`src/rtl/tcf_pkg.sv`:
```
package tcf_pkg;

  typedef enum logic [2:0] {
    SEL_NONE,
    SEL_FREQ,
    SEL_NSACC,
    SEL_IDENT,
    SEL_ACCTL,
    SEL_VOFF_LO,
    SEL_VOFF_HI,
    SEL_VOFF_W
  } tcf_sel_e;

  localparam int unsigned OFS_FREQ    = 'h000;
  localparam int unsigned OFS_NSACC   = 'h004;
  localparam int unsigned OFS_IDENT   = 'h008;
  localparam int unsigned OFS_ACCTL   = 'h040;
  localparam int unsigned OFS_VOFF_LO = 'h080;
  localparam int unsigned OFS_VOFF_HI = 'h084;

  // frame 0 present, frame 0 carries a virtual timer
  localparam logic [31:0] TCF_IDENT = 32'h0000_0003;

endpackage

```
`src/rtl/tcf_decode.sv`:
```
module tcf_decode
  import tcf_pkg::*;
#(
  parameter int ADDR_W = 12,
  parameter int SZ_W   = 4,
  parameter int DATA_W = 64
) (
  input  logic [ADDR_W-1:0] addr,
  input  logic [SZ_W-1:0]   size,
  output tcf_sel_e          sel,
  output logic              size_ok
);
  localparam int NARROW_B = DATA_W / 16;
  localparam int WIDE_B   = DATA_W / 8;

  logic is_narrow, is_wide;

  always_comb begin
    is_narrow = (size == SZ_W'(NARROW_B));
    is_wide   = (size == SZ_W'(WIDE_B));
    size_ok   = is_narrow | is_wide;
    sel       = SEL_NONE;
    if (is_narrow) begin
      if      (addr == ADDR_W'(OFS_FREQ))    sel = SEL_FREQ;
      else if (addr == ADDR_W'(OFS_NSACC))   sel = SEL_NSACC;
      else if (addr == ADDR_W'(OFS_IDENT))   sel = SEL_IDENT;
      else if (addr == ADDR_W'(OFS_ACCTL))   sel = SEL_ACCTL;
      else if (addr == ADDR_W'(OFS_VOFF_LO)) sel = SEL_VOFF_LO;
      else if (addr == ADDR_W'(OFS_VOFF_HI)) sel = SEL_VOFF_HI;
    end else if (is_wide) begin
      if (addr == ADDR_W'(OFS_VOFF_LO)) sel = SEL_VOFF_W;
    end
  end
endmodule

```
`src/rtl/tcf_voff.sv`:
```
module tcf_voff
  import tcf_pkg::*;
#(
  parameter int DATA_W = 64
) (
  input  logic              clk,
  input  logic              rst_n,
  input  logic              we,
  input  tcf_sel_e          sel,
  input  logic [DATA_W-1:0] wdata,
  output logic [DATA_W-1:0] off_q
);
  localparam int HALF  = DATA_W / 2;
  localparam int LANES = 2;

  logic [LANES-1:0] lane_we;

  always_comb begin
    lane_we[0] = we & ((sel == SEL_VOFF_LO) | (sel == SEL_VOFF_W));
    lane_we[1] = we & ((sel == SEL_VOFF_HI) | (sel == SEL_VOFF_W));
  end

  for (genvar k = 0; k < LANES; k++) begin : g_lane
    logic [HALF-1:0] src;
    // whole-offset writes place each half in its own lane; half writes use the low word
    assign src = (sel == SEL_VOFF_W) ? wdata[k*HALF +: HALF] : wdata[HALF-1:0];
    always_ff @(posedge clk) begin
      if (!rst_n)          off_q[k*HALF +: HALF] <= '0;
      else if (lane_we[k]) off_q[k*HALF +: HALF] <= src;
    end
  end


  off_hold_chk: assert property (@(posedge clk) disable iff (!rst_n)
    !we |=> $stable(off_q));

  hi_keeps_lo_chk: assert property (@(posedge clk) disable iff (!rst_n)
    (we && sel == SEL_VOFF_HI) |=> off_q[HALF-1:0] == $past(off_q[HALF-1:0]));

  lo_keeps_hi_chk: assert property (@(posedge clk) disable iff (!rst_n)
    (we && sel == SEL_VOFF_LO) |=> off_q[DATA_W-1:HALF] == $past(off_q[DATA_W-1:HALF]));
endmodule

```
`src/rtl/tcf_rsp.sv`:
```
module tcf_rsp
  import tcf_pkg::*;
#(
  parameter int          DATA_W   = 64,
  parameter logic [31:0] CNT_FREQ = 32'd50_000_000
) (
  input  logic              clk,
  input  logic              rst_n,
  input  logic              req_fire,
  input  logic              is_write,
  input  logic              size_ok,
  input  tcf_sel_e          sel,
  input  logic [DATA_W-1:0] off,
  output logic              rsp_valid,
  output logic [DATA_W-1:0] rsp_rdata,
  output logic              size_err
);
  localparam int HALF = DATA_W / 2;

  logic [DATA_W-1:0] rd_d;

  always_comb begin
    rd_d = '0;
    if (size_ok && !is_write) begin
      case (sel)
        SEL_FREQ:    rd_d[HALF-1:0] = HALF'(CNT_FREQ);
        SEL_IDENT:   rd_d[HALF-1:0] = HALF'(TCF_IDENT);
        SEL_VOFF_LO: rd_d[HALF-1:0] = off[HALF-1:0];
        SEL_VOFF_HI: rd_d[HALF-1:0] = off[DATA_W-1:HALF];
        SEL_VOFF_W:  rd_d           = off;
        default:     rd_d           = '0;
      endcase
    end
  end

  always_ff @(posedge clk) begin
    if (!rst_n) begin
      rsp_valid <= 1'b0;
      rsp_rdata <= '0;
      size_err  <= 1'b0;
    end else begin
      rsp_valid <= req_fire;
      rsp_rdata <= req_fire ? rd_d : '0;
      size_err  <= req_fire & ~size_ok;
    end
  end


  rsp_follows_req_chk: assert property (@(posedge clk) disable iff (!rst_n)
    req_fire |=> rsp_valid);

  rsp_only_after_req_chk: assert property (@(posedge clk) disable iff (!rst_n)
    !req_fire |=> !rsp_valid);

  err_zero_data_chk: assert property (@(posedge clk) disable iff (!rst_n)
    size_err |-> (rsp_valid && rsp_rdata == '0));

  ident_read_chk: assert property (@(posedge clk) disable iff (!rst_n)
    (req_fire && !is_write && sel == SEL_IDENT) |=> rsp_rdata == DATA_W'(TCF_IDENT));
endmodule

```
`src/rtl/tmr_ctrl_page.sv`:
```
module tmr_ctrl_page
  import tcf_pkg::*;
#(
  parameter int          ADDR_W   = 12,
  parameter int          SZ_W     = 4,
  parameter int          DATA_W   = 64,
  parameter logic [31:0] CNT_FREQ = 32'd50_000_000
) (
  input  logic              clk,
  input  logic              rst_n,
  input  logic              req_valid,
  output logic              req_ready,
  input  logic              req_write,
  input  logic [ADDR_W-1:0] req_addr,
  input  logic [SZ_W-1:0]   req_size,
  input  logic [DATA_W-1:0] req_wdata,
  output logic              rsp_valid,
  output logic [DATA_W-1:0] rsp_rdata,
  output logic              size_err,
  output logic [DATA_W-1:0] voffset_o
);
  tcf_sel_e sel;
  logic     size_ok;
  logic     fire;

  assign req_ready = 1'b1;
  assign fire      = req_valid;

  tcf_decode #(.ADDR_W(ADDR_W), .SZ_W(SZ_W), .DATA_W(DATA_W)) u_dec (
    .addr    (req_addr),
    .size    (req_size),
    .sel     (sel),
    .size_ok (size_ok)
  );

  tcf_voff #(.DATA_W(DATA_W)) u_voff (
    .clk   (clk),
    .rst_n (rst_n),
    .we    (fire & req_write),
    .sel   (sel),
    .wdata (req_wdata),
    .off_q (voffset_o)
  );

  tcf_rsp #(.DATA_W(DATA_W), .CNT_FREQ(CNT_FREQ)) u_rsp (
    .clk       (clk),
    .rst_n     (rst_n),
    .req_fire  (fire),
    .is_write  (req_write),
    .size_ok   (size_ok),
    .sel       (sel),
    .off       (voffset_o),
    .rsp_valid (rsp_valid),
    .rsp_rdata (rsp_rdata),
    .size_err  (size_err)
  );


  err_keeps_offset_chk: assert property (@(posedge clk) disable iff (!rst_n)
    size_err |-> $stable(voffset_o));

  write_rsp_zero_chk: assert property (@(posedge clk) disable iff (!rst_n)
    (req_valid && req_write) |=> rsp_rdata == '0);
endmodule

```
`config.mk`:
```
export PLATFORM = sky130hd
export DESIGN_NAME = tmr_ctrl_page
export DESIGN_NICKNAME = d
export VERILOG_FILES = /design/src/rtl/tcf_pkg.sv /design/src/rtl/tcf_decode.sv /design/src/rtl/tcf_voff.sv /design/src/rtl/tcf_rsp.sv /design/src/rtl/tmr_ctrl_page.sv
export SDC_FILE = /design/constraint.sdc
export NUM_CORES = 1
export LEC_CHECK = 0
export BUFFER_PORTS_ARGS = -buffer_cell sky130_fd_sc_hd__buf_2
export CAP_MARGIN = 5
export CORE_AREA = 2 2 150 152
export CTS_CLUSTER_DIAMETER = 60
export DETAILED_ROUTE_END_ITERATION = 8
export DIE_AREA = 0 0 152 154
export GPL_TIMING_DRIVEN = 0
export PLACE_DENSITY = 0.43
export RECOVER_POWER = 25
export SLEW_MARGIN = 20
export SYNTH_ARGS = -nofsm -noshare
export SYNTH_HDL_FRONTEND = slang
export SYNTH_HIERARCHICAL = 1
export SYNTH_SLANG_ARGS = --single-unit
export TNS_END_PERCENT = 1
```
`constraint.sdc`:
```
create_clock -name clk -period 2.3 [get_ports clk]
set_input_delay 0.23 -clock clk [delete_from_list [all_inputs] [get_ports clk]]
set_output_delay 0.23 -clock clk [all_outputs]
set_load 0.01 [all_outputs]
```
* Word-level counts from Yosys, hierarchy flattened
Cells that the tools add are included.
Storage, ports and cells: bits in registers 130, latch bits 0, memory bits (writable) 0, bits in read-only memories 0, bits of input ports 84, output and inout port bits 131, word-level logic and storage cells 43, memories 0
Cells by class: $add $sub $neg 0, multiply operators 0, div/mod/pow operators 0, $lt $le $gt $ge 0, equality and inequality tests 12, shift operators 0, multiplexer cells 11, bitwise operators 8, reductions and logical operators 6
Operators by type and width (number):
- 32-bit one-hot mux with 4 select lines | 1
- 32-bit 2-to-1 mux | 1
- 3-bit 2-to-1 mux | 9
- 12-bit by 8-bit equality test with 1-bit output (second input constant) | 2
- 12-bit by 3-bit equality test with 1-bit output (second input constant) | 1
- 12-bit by 4-bit equality test with 1-bit output (second input constant) | 1
- 12-bit by 7-bit equality test with 1-bit output (second input constant) | 1
- 12-bit logical NOT | 1
- 3-bit equality test (second input constant) | 3
- 1-bit AND | 4
- 4-bit by 3-bit equality test with 1-bit output (second input constant) | 1
- 4-bit equality test (second input constant) | 1
- 4-bit AND reduction | 1
- 3-bit by 1-bit equality test with 1-bit output (second input constant) | 1
- 3-bit by 2-bit equality test with 1-bit output (second input constant) | 1
- 1-bit OR | 3
- 3-bit AND reduction | 1
- 2-bit OR reduction | 1
- 1-bit logical AND | 1
- 1-bit logical NOT | 1
- 1-bit inverter | 1

* Depth between registers and ports, before layout
depth in word-level cells 11, gate-level depth with buffers 8, depth with buffers taken out 5

* By module
Netlist, hierarchy kept.
Modules (own cells, without submodules):
- tcf_voff | instances 1, cells an instance 285, area an instance 2695.1 um2, sequential area each 1281.2 um2
- tcf_rsp | instances 1, cells an instance 265, area an instance 2463.6 um2, sequential area each 1321.3 um2
- tcf_decode | instances 1, cells an instance 20, area an instance 158.9 um2, sequential area each 0.0 um2
- tmr_ctrl_page | instances 1, cells an instance 3, area an instance 17.5 um2, sequential area each 0.0 um2

* Worst setup path before layout
Ideal clock, no wire load.
kind input -> register, from input port req_addr[11], to register u_voff.off_q[10], setup time 0.072 ns, arrival 1.865 ns, data required time 2.228 ns, setup slack 0.363 ns, stages 8, buffers on the path 3, path through nor4_1 -> nand3_1 -> nor4_1 -> buf_6 -> and3_4 -> buf_6 -> buf_12 -> mux2i_1
On the way: elaborated cells between the ends (all ways) 19, those cells by class eq/ne (7); mux (9); bitwise (2); reduce/logical (1)
RTL lines:
- start, declared | line tmr_ctrl_page.sv:14 | input logic [ADDR_W-1:0] req_addr,
- 12-bit by 8-bit equality test with 1-bit output | line tcf_decode.sv:28, tcf_decode.sv:31
- 3-bit 2-to-1 mux | line tcf_decode.sv:28 | else if (addr == ADDR_W'(OFS_VOFF_LO)) sel = SEL_VOFF_LO;
- 3-bit 2-to-1 mux | line tcf_decode.sv:27 | else if (addr == ADDR_W'(OFS_ACCTL)) sel = SEL_ACCTL;
- 3-bit 2-to-1 mux | line tcf_decode.sv:26 | else if (addr == ADDR_W'(OFS_IDENT)) sel = SEL_IDENT;
- 3-bit 2-to-1 mux | line tcf_decode.sv:25 | else if (addr == ADDR_W'(OFS_NSACC)) sel = SEL_NSACC;
- 3-bit 2-to-1 mux | line tcf_decode.sv:24 | if (addr == ADDR_W'(OFS_FREQ)) sel = SEL_FREQ;
- 3-bit 2-to-1 mux (*) | line tcf_decode.sv:23 | if (is_narrow) begin
- named net sel[0] | line tmr_ctrl_page.sv:22 | tcf_sel_e sel;
- 3-bit equality test | line tcf_voff.sv:19 | lane_we[0] = we & ((sel == SEL_VOFF_LO) | (sel == SEL_VOFF_W));
- 1-bit OR (*) | line tcf_voff.sv:19
- 1-bit AND (*) | line tcf_voff.sv:19
- end signal, assigned by index | line tcf_voff.sv:29 | else if (lane_we[k]) off_q[k*HALF +: HALF] <= src;
- end, declared | line tcf_voff.sv:11 | output logic [DATA_W-1:0] off_q
The timed path passes the listed nets; every way through them passes the cells marked *. A chain may end at the register's enable or synchronous reset.

* Final worst setup path
from input port req_addr[5], to register u_voff.off_q[50]
On the way: word-level cells in the longest chain between the ends 11, elaborated cells between the ends (all ways) 20, those cells by class eq/ne (7); mux (10); bitwise (2); reduce/logical (1)
Ends and longest elaborated chain:
- 12-bit by 8-bit equality test with 1-bit output | line tcf_decode.sv:29 | else if (addr == ADDR_W'(OFS_VOFF_HI)) sel = SEL_VOFF_HI;
- 3-bit 2-to-1 mux | line tcf_decode.sv:29
- 3-bit 2-to-1 mux | line tcf_decode.sv:28
- 3-bit 2-to-1 mux | line tcf_decode.sv:27
- 3-bit 2-to-1 mux | line tcf_decode.sv:26
- 3-bit 2-to-1 mux | line tcf_decode.sv:25
- 3-bit 2-to-1 mux | line tcf_decode.sv:24
- 3-bit 2-to-1 mux (*) | line tcf_decode.sv:23
- named net sel[1] | line tmr_ctrl_page.sv:22
- 3-bit equality test (on tied branches) | line tcf_voff.sv:20, tcf_voff.sv:26
- 1-bit OR | line tcf_voff.sv:20 | lane_we[1] = we & ((sel == SEL_VOFF_HI) | (sel == SEL_VOFF_W));
- 1-bit AND | line tcf_voff.sv:20
Marks and branches as above.

==> flow_metrics.tcl <==
set metrics [dict create \
    status "finished, final reports clean" \
    synthesis.nets 657 \
    synth_top_family_by_area "simple AND/OR/NAND/NOR gates" \
    fmax_mhz 480.2 \
    synth_seq_cells 130 \
    dr.pass1.iters 4 \
    die_w_um 152 \
    max-slew-margin-rel_pct 53.67 \
    setup_viol 0 \
    worstHoldStart "req_wdata[11]" \
    synthMuxAreaShare_pct 12.01 \
    final_hold_viol_count 0 \
    antenna_found_initial 0 \
    dp.cells 1066 \
    worst_pin_slew_ns 0.6949 \
    clock_latency_ns 0.42 \
    synth_sequential_area_ratio_pct 48.78 \
    cts.sinks 130 \
    ff_latch_area_mm2 0.002603 \
    wire_per_inst_um 19.41 \
    fin_nets 889 \
    critical_path.endpoint_type "flop" \
    critical_path_class "input port to flop" \
    yosysMostFrequentCell "dfxtp_1" \
    grt_pass1_wl_um 31900 \
    path_clk_slew_ns 0.06 \
    synth_area_leader_cell "dfxtp_1" \
    rsz0062_at_grt "false" \
    dieArea_mm2 0.02341 \
    total_leakage_power_nw 2.658 \
    cts_tree "yes" \
    yosys-top-cells-area "dfxtp_1 (49%), mux2i_1 (12%), nand2_1 (8.3%)" \
    fin_crit_ns 2.082 \
    hpwl_um 15920 \
    port_buffers 213 \
    r2r-start "u_voff/off_q[54]" \
    min_to "u_voff/off_q[11]" \
    ys_top_cells_by_count "dfxtp_1 (130), nand2_1 (118), mux2i_1 (64)" \
    synth_top_area_share_pct 48.78 \
    r2r_slack_ns 1.41 \
    routed_wirelength_um 21310 \
    synth_area_mm2 0.005335 \
    cp.required_ns 2.63 \
    syn_inst 573 \
    crit_fanout 10 \
    synth_warnings 6 \
    worstRegToRegCells 2 \
    clockRootBuffer "clkbuf_16" \
    grt_pass1_vias 5063 \
    synthXorXnorAreaFrac_pct 0.1642 \
    synth-edff-count 0 \
    synth_compound_area_share_pct 8.912 \
    drive_gt1_share_pct 27.38 \
    ys_types 37 \
    cts_buffer_depth 2 \
    num_io_pins 215 \
    viasPerCell 4.638 \
    multi_input_area_mm2 0.002327 \
    startpoint_type "input port" \
    fp.coreArea_mm2 0.02169 \
    vdd_drop_max_mv 0.3522 \
    n_antenna_cell 0 \
    grt_max_degree 17 \
    arrival_ns 2.41 \
    syn_area_per_cell_um2 9.311 \
    track_usage_pct 18.05 \
    drc 0 \
    synthAdderAreaFrac_pct 0 \
    gp_congestion 0.7378 \
    synthFlopType "dfxtp_1" \
    async_reset_ff_share_pct 0 \
    maxCapViolCount 0 \
    fp.dieH_um 154 \
    fin_skew_ns 0.01023 \
    setup_tns_ns 0 \
    hp-class "input port to flop" \
    slew_violations 0 \
    period_share_pct 90.54 \
    finalNonFillerCells 1098 \
    drtIter0Drc 259 \
    rows 54 \
    cts_buffers 17 \
    fill_cells 2363 \
    hold-path-cell-count 3 \
    synth-simple-area-share_pct 22.35 \
    r2r-end "u_rsp/rsp_rdata[22]" \
    vias 5093 \
    cts_max_level 4 \
    syn2layout_area_growth_pct 35.83 \
    power_density_mw_per_mm2 699.5 \
    ant_nets 0 \
    overflow 0 \
    initial_core_util_pct 24.60 \
]
-- logic make-up after synthesis --
family	Yosys count
buffers and inverters	74
other	1
AOI/OAI and AO/OA	70
xor gates and xnor gates	1
muxes	64
DFF	130
and+or+nand+nor	233
-- routing by layer --
metal / vias up / wire length [µm] / GRT usage [%]
met1: 2382 / 9907 / 23.94
met2: 191 / 9748 / 29.28
met3: 25 / 1309 / 4.397
met5: - / 0 / 0
li1: 2495 / - / -
met4: 0 / 342 / 5.073
-- what timing repair did --
item,CTS,global route
gates resized for setup,1,2
cloned,0,0
buffers inserted,0,0
setup endpoints to repair,15,4
hold buffers,0,0
-- worst max path at each step --
stage,to,slack (ns),start
global route,u_rsp/rsp_rdata[13],0.05,req_addr[5]
CTS,u_rsp/rsp_rdata[22],0.19,req_addr[5]
global placement,u_rsp/rsp_rdata[41],-0.51,req_addr[5]
floorplan,u_voff/off_q[10],0.36,req_addr[11]
finish,u_voff/off_q[50],0.22,req_addr[5]
detailed placement,u_rsp/rsp_rdata[41],-0.51,req_addr[5]
-- area by class of cell --
type	instances	area share, %
multi-input cells	369	32.11
well taps	280	4.834
plain buffers	59	4.921
flip-flops and latches	130	35.91
inverters	15	0.7769
repair buffers	213	13.60
clock inverters	8	1.053
clock buffers	24	6.785
-- power by group --
part           switching [mW]  internal (mW)
sequential           0.000496           2.25
clock                    1.02           1.60
combinational           0.109         0.0866
total                    1.13           3.94
-- registers in the layout, indices dropped and copies added (netlist names) --
register and count:
u_rsp/size_err 1, u_rsp/rsp_valid 1, u_rsp/rsp_rdata 64, u_voff/off_q 64
-- worst max-delay path: stages --
cell	delay, ns
buf_2	0.09
nor4_1	0.28
nand3_1	0.21
a211oi_1	0.51
nand4_1	0.44
clkbuf_1	0.42
o22ai_1	0.22
-- through the flow --
stage                     utilization [%]  power [mW]  instance area [µm²]  hold WS, ns  setup slack, ns
after floorplan                         -       2.380                 5335       0.3665           0.3633
after global placement              31.13       2.501                 6751       0.4644          -0.5066
after detailed placement            31.13       2.501                 6751       0.4660          -0.5076
after CTS                           33.78       5.127                 7326      0.04951           0.1911
after global routing                33.41       5.272                 7247      0.06163          0.05070
final                               33.41       5.069                 7247      0.06606           0.2177
-- layout by cell type, fill, tap and decap left out, types with 3 or more instances in the layout --
master / instances
nand3_1: 31
a211oi_1: 19
dfxtp_1: 130
nor3_1: 19
buf_2: 172
buf_6: 4
clkinvlp_4: 3
o22ai_1: 32
buf_1: 3
buf_12: 3
clkbuf_1: 85
mux2i_1: 64
buf_4: 7
clkbuf_16: 17
clkinv_2: 3
a31oi_1: 12
clkbuf_8: 4
inv_1: 14
nand3b_1: 22
nand2_1: 118
nor4_1: 16
nand4b_1: 13
No activity file was read; power rests on OpenSTA's default activity.
